`config.mk`:
```
export PLATFORM = sky130hd
export DESIGN_NAME = rst_supervisor
export DESIGN_NICKNAME = d
export VERILOG_FILES = /design/src/rtl/rsup_pkg.sv /design/src/rtl/rsup_sync2.sv /design/src/rtl/rsup_hold.sv /design/src/rtl/rsup_wdog.sv /design/src/rtl/rst_supervisor.sv
export SDC_FILE = /design/constraint.sdc
export NUM_CORES = 1
export LEC_CHECK = 0
export ABC_AREA = 1
export BUFFER_PORTS_ARGS = -buffer_cell sky130_fd_sc_hd__buf_2
export CAP_MARGIN = 30
export CORE_MARGIN = 4
export CORE_UTILIZATION = 55
export CTS_CLUSTER_DIAMETER = 200
export DETAILED_ROUTE_END_ITERATION = 8
export GPL_ROUTABILITY_DRIVEN = 0
export PLACE_DENSITY = 0.73
export SYNTH_ARGS = -nofsm -noshare
export SYNTH_HDL_FRONTEND = slang
export SYNTH_SLANG_ARGS = --single-unit
```
`constraint.sdc`:
```
create_clock -name clk -period 1.74 [get_ports clk]
set_input_delay 0.174 -clock clk [delete_from_list [all_inputs] [get_ports clk]]
set_output_delay 0.174 -clock clk [all_outputs]
set_load 0.02 [all_outputs]
```
`src/rtl/rsup_pkg.sv`:
```
package rsup_pkg;
  localparam logic [3:0] WDT_KEY = 4'hE;

  function automatic logic key_match(input logic wr, input logic [3:0] data);
    return wr && (data == WDT_KEY);
  endfunction

  function automatic logic at_last(input int unsigned cnt, input int unsigned span);
    return cnt == span - 1;
  endfunction
endpackage

```
`src/rtl/rsup_sync2.sv`:
```
module rsup_sync2 #(
  parameter int W = 1
) (
  input  logic         clk,
  input  logic         rst_n,
  input  logic [W-1:0] d,
  output logic [W-1:0] q
);
  logic [W-1:0] meta;

  always_ff @(posedge clk or negedge rst_n) begin
    if (!rst_n) begin
      meta <= '0;
      q    <= '0;
    end else begin
      meta <= d;
      q    <= meta;
    end
  end
endmodule

```
`src/rtl/rsup_hold.sv`:
```
module rsup_hold #(
  parameter int HOLD_CYC = 16000
) (
  input  logic clk,
  input  logic rst_n,
  input  logic trigger,
  output logic hold_rst
);
  import rsup_pkg::*;
  localparam int HW = (HOLD_CYC > 2) ? $clog2(HOLD_CYC) : 1;

  logic [HW-1:0] hold_cnt;
  logic          hold_done;

  assign hold_done = at_last(int'(hold_cnt), HOLD_CYC);

  always_ff @(posedge clk or negedge rst_n) begin
    if (!rst_n) begin
      hold_rst <= 1'b1;
      hold_cnt <= '0;
    end else if (trigger) begin
      hold_rst <= 1'b1;
      hold_cnt <= '0;
    end else if (hold_rst) begin
      if (hold_done) hold_rst <= 1'b0;
      else           hold_cnt <= hold_cnt + 1'b1;
    end
  end

  // release only after the full hold count
  p_release_len_r1: assert property (@(posedge clk) disable iff (!rst_n)
    $fell(hold_rst) |-> $past(hold_cnt) == HW'(HOLD_CYC - 1));

  // any trigger puts the core into reset on the next edge
  p_trigger_resets_r2: assert property (@(posedge clk) disable iff (!rst_n)
    trigger |=> hold_rst);
endmodule

```
`src/rtl/rsup_wdog.sv`:
```
module rsup_wdog #(
  parameter int WDT_CYC = 450000
) (
  input  logic       clk,
  input  logic       rst_n,
  input  logic       core_rst,
  input  logic       reg_wr,
  input  logic [3:0] reg_wdata,
  output logic       wdt_fire
);
  import rsup_pkg::*;
  localparam int WW = $clog2(WDT_CYC);

  logic [WW-1:0] wdt_cnt;
  logic          clr_hit;
  logic          at_limit;

  assign clr_hit  = key_match(reg_wr, reg_wdata);
  assign at_limit = at_last(int'(wdt_cnt), WDT_CYC);
  assign wdt_fire = at_limit && !clr_hit && !core_rst;

  always_ff @(posedge clk or negedge rst_n) begin
    if (!rst_n)                   wdt_cnt <= '0;
    else if (core_rst || clr_hit) wdt_cnt <= '0;
    else if (!at_limit)           wdt_cnt <= wdt_cnt + 1'b1;
  end

  // the count is zero in the cycle after any reset cycle
  p_zero_in_reset_r7: assert property (@(posedge clk) disable iff (!rst_n)
    core_rst |=> wdt_cnt == '0);

  // a write without the key does not disturb the count
  p_other_value_r6: assert property (@(posedge clk) disable iff (!rst_n)
    (reg_wr && reg_wdata != WDT_KEY && !core_rst && !at_limit)
      |=> wdt_cnt == $past(wdt_cnt) + 1'b1);

  // a clear write in the final cycle suppresses the timeout
  p_clear_wins_r8: assert property (@(posedge clk) disable iff (!rst_n)
    (clr_hit && at_limit) |-> !wdt_fire);

  // a key write restarts the count
  p_key_restart_r5: assert property (@(posedge clk) disable iff (!rst_n)
    (clr_hit && !core_rst) |=> wdt_cnt == '0);
endmodule

```
`src/rtl/rst_supervisor.sv`:
```
module rst_supervisor #(
  parameter int HOLD_CYC = 16000,
  parameter int WDT_CYC  = 450000
) (
  input  logic       clk,
  input  logic       por_n,
  input  logic       lvr_low,
  input  logic       lvd_ok,
  input  logic       reg_wr,
  input  logic [3:0] reg_wdata,
  output logic       core_rst,
  output logic       batt_ok
);
  logic [1:0] sync_q;
  logic       lvr_s;
  logic       wdt_fire;
  logic       rst_trigger;

  rsup_sync2 #(.W(2)) u_sync (
    .clk   (clk),
    .rst_n (por_n),
    .d     ({lvd_ok, lvr_low}),
    .q     (sync_q)
  );

  assign lvr_s       = sync_q[0];
  assign batt_ok     = sync_q[1];
  assign rst_trigger = lvr_s || wdt_fire;

  rsup_hold #(.HOLD_CYC(HOLD_CYC)) u_hold (
    .clk      (clk),
    .rst_n    (por_n),
    .trigger  (rst_trigger),
    .hold_rst (core_rst)
  );

  rsup_wdog #(.WDT_CYC(WDT_CYC)) u_wdog (
    .clk       (clk),
    .rst_n     (por_n),
    .core_rst  (core_rst),
    .reg_wr    (reg_wr),
    .reg_wdata (reg_wdata),
    .wdt_fire  (wdt_fire)
  );

  // a timeout leads to reset on the next edge
  p_timeout_resets_r4: assert property (@(posedge clk) disable iff (!por_n)
    wdt_fire |=> core_rst);

  // a held synchronised low-voltage level keeps reset asserted
  p_lvr_holds_r2: assert property (@(posedge clk) disable iff (!por_n)
    (lvr_s && $past(lvr_s)) |-> core_rst);
endmodule

```
==> results.sh <==
export IMPL_clk_pin_slew_ps=80
export IMPL_cts_path_max_buffers=2
export IMPL_setup_viol=0
export IMPL_drc=0
export IMPL_num_io_pins=11
export IMPL_core_area_um2=3744
export IMPL_htree_levels=2
export IMPL_die_area_um2=5029
export IMPL_irDropWorstVdd_mv=0.5722
export IMPL_avgSynthCellArea_um2=7.281
export IMPL_synth_edf_count=0
export IMPL_path_class="flip-flop to flip-flop"
export IMPL_grt_max_degree=22
export IMPL_finalHoldViolCount=0
export IMPL_syn_to_final_growth_pct=13.85
export IMPL_grt_ovfl_total=0
export IMPL_setup_tns_ps=0
export IMPL_drtAntennaViolNets=0
export IMPL_vias=1972
export IMPL_critical_path_max_stage_delay_ps=390
export IMPL_min_period_ps=1569
export IMPL_most_common_layout_cells="nand2_1, inv_1, nor2_1, dfrtp_1, nand4_1"
export IMPL_hold_class="input pin to async pin"
export IMPL_netlist_area_um2=2177
export IMPL_synth_distinct_cells=26
export IMPL_reg2reg_from="u_wdog.wdt_cnt[1]"
export IMPL_nNetsFinal=334
export IMPL_p_leak_nw=1.113
export IMPL_fillCellCount=332
export IMPL_path_cells="ha_1 -> nand3_2 -> inv_2 -> nand2_1 -> nor2_2 -> nand3_2 -> nand2_1 -> nor2_1"
export IMPL_hpwl_mm=3.321
export IMPL_grtUsageTotal=0.1993
export IMPL_crit_fanout=7
export IMPL_p_per_area_nw_per_um2=693.0
export IMPL_seq_area_frac_synth=0.4374
export IMPL_place_port_buffers=10
export IMPL_die_w_um=70.92
export IMPL_fmax_mhz=637.1
export IMPL_start_util=0.5816
export IMPL_cts_made_buffers=5
export IMPL_cts_num_sinks=38
export IMPL_die_y_um=70.92
export IMPL_critPathLaunchType="flip-flop"
export IMPL_antenna_found_initial=0
export IMPL_cp_startpoint="u_wdog.wdt_cnt[1]"
export IMPL_tightest_slew_ps=428.8
export IMPL_async_reset_ff_frac=1.000
export IMPL_cap_violations=0
export IMPL_rsz0062_at_grt="false"
export IMPL_outcome="completed"
export IMPL_routed_wl_mm=4.499
export IMPL_grt_pass1_wl_mm=8.017
export IMPL_mostFrequentLayoutCell="nand2_1"
export IMPL_synth_nets=310
export IMPL_drt_initial_drc_count=202
export IMPL_synthCells=299
export IMPL_drive_above_1_share=0.1296
export IMPL_root_buffer="clkbuf_8"
export IMPL_viasPerCell=5.301
export IMPL_slowest_stage="dfrtp_1"
export IMPL_cp_arrival_ps=1740
export IMPL_final_max_slew_violation_count=0
export IMPL_routedWlPerCell_um=12.09
export IMPL_ys_warn_count=0
export IMPL_postCtsResizedCells=0
export IMPL_crit_required_ps=1910
export IMPL_skew_ps=13.42
export IMPL_min_period_over_period=0.9020
export IMPL_fp_row_count=22
export IMPL_synth_ff_type="dfrtp_1"
export IMPL_hold_ws_ps=341.4
export IMPL_maxSlewHeadroom=0.7141
export IMPL_synth_seq_cells=38
export IMPL_worstSetupEndpointType="flip-flop"
export IMPL_grt_pass1_vias=1866
export IMPL_diodes=0
export IMPL_cts_tree="yes"
export IMPL_first_pass_iters=7
export IMPL_clk_latency_ps=300
[path summary, 6_finish.rpt]
kind	end	slack (ps)	cells after the start
max in group asynchronous	u_hold.hold_rst	870	3
min in group clk	u_sync.q[0]	350	0
min	u_wdog.wdt_cnt[11]	340	2
max	u_hold.hold_cnt[2]	170	8
max reg2reg	u_hold.hold_cnt[2]	170	8
min reg2reg	u_sync.q[0]	350	0
[through the flow]
| stage | util | total power [mW] | setup slack (ps) | instances | instance area, um2 |
|---|---|---|---|---|---|
| 5_1_grt | 0.6621 | 1.778 | 2.887 | 372 | 2479 |
| 3_5_place_dp | 0.6250 | 0.9796 | 168.1 | 361 | 2340 |
| 4_1_cts | 0.6621 | 1.732 | 157.1 | 372 | 2479 |
| 3_3_place_gp | 0.6250 | 0.9776 | 207.7 | 361 | 2340 |
| 2_1_floorplan | - | 0.9383 | 296.5 | 299 | 2177 |
| 6_report | 0.6621 | 1.718 | 170.5 | 372 | 2479 |
[cell usage after synthesis, types with 2 or more instances]
master	n	share of area
o21bai_1	3	0.010
dfrtp_1	37	0.43
nor2_1	42	0.072
nand2_1	76	0.13
nor3_1	14	0.032
nand3_1	19	0.044
o21ai_2	2	0.0080
nand3_2	3	0.014
nor2_4	2	0.010
inv_1	42	0.072
buf_2	2	0.0046
ha_1	2	0.011
o21ai_0	7	0.016
buf_6	2	0.010
inv_2	2	0.0034
nand4_1	20	0.057
a21oi_1	11	0.025
nor2_2	5	0.014
[where the power goes]
part	switching [mW]	total, mW	internal [mW]
sequential	0.00605	0.899	0.893
combinational	0.0402	0.0662	0.0260
clock	0.330	0.753	0.422
total	0.377	1.72	1.34
[sequential cells by signal, indices dropped and copies added (netlist names)]
name	count
u_sync.meta	2
u_sync.q	2
u_hold.hold_cnt	14
u_wdog.wdt_cnt	19
u_hold.hold_rst	1
[metal layers]
layer,share of wire,vias up,track usage
met5,0,-,0
met4,0.0062,0,0.05219
met3,0.074,4,0.05398
met2,0.41,64,0.2966
met1,0.50,891,0.2883
li1,-,1013,-
[critical path: cells and delay by family, from the launching register on]
kind	cells	cell delay, ps
buf+inv	1	80
fa+ha+maj	1	230
simple gates	6	750
flops	1	390
[logic make-up (layout without fill, tap and decap cells)]
logic type,after synthesis,after routing,synth area share
flops,38,38,0.4374
buf+inv,48,73,0.09080
compound gates,27,27,0.07241
fa+ha+maj,2,2,0.01149
xor+xnor,2,2,0.008047
simple gates,182,182,0.3799
[cell type report]
type	count	area [um2]	area share
Multi-Input combinational cell	213	1027	0.4144
Sequential cell	38	952.2	0.3841
Timing Repair Buffer	21	165.2	0.06663
Inverter	44	165.2	0.06663
Clock buffer	5	68.82	0.02776
Tap cell	48	60.06	0.02423
Clock inverter	3	40.04	0.01615
[what timing repair did]
item                      4_1_cts  5_1_grt
hold endpoints to repair       19        0
hold buffers                    3        0
buffers inserted                0        0
No activity file was read; power rests on OpenSTA's default activity.
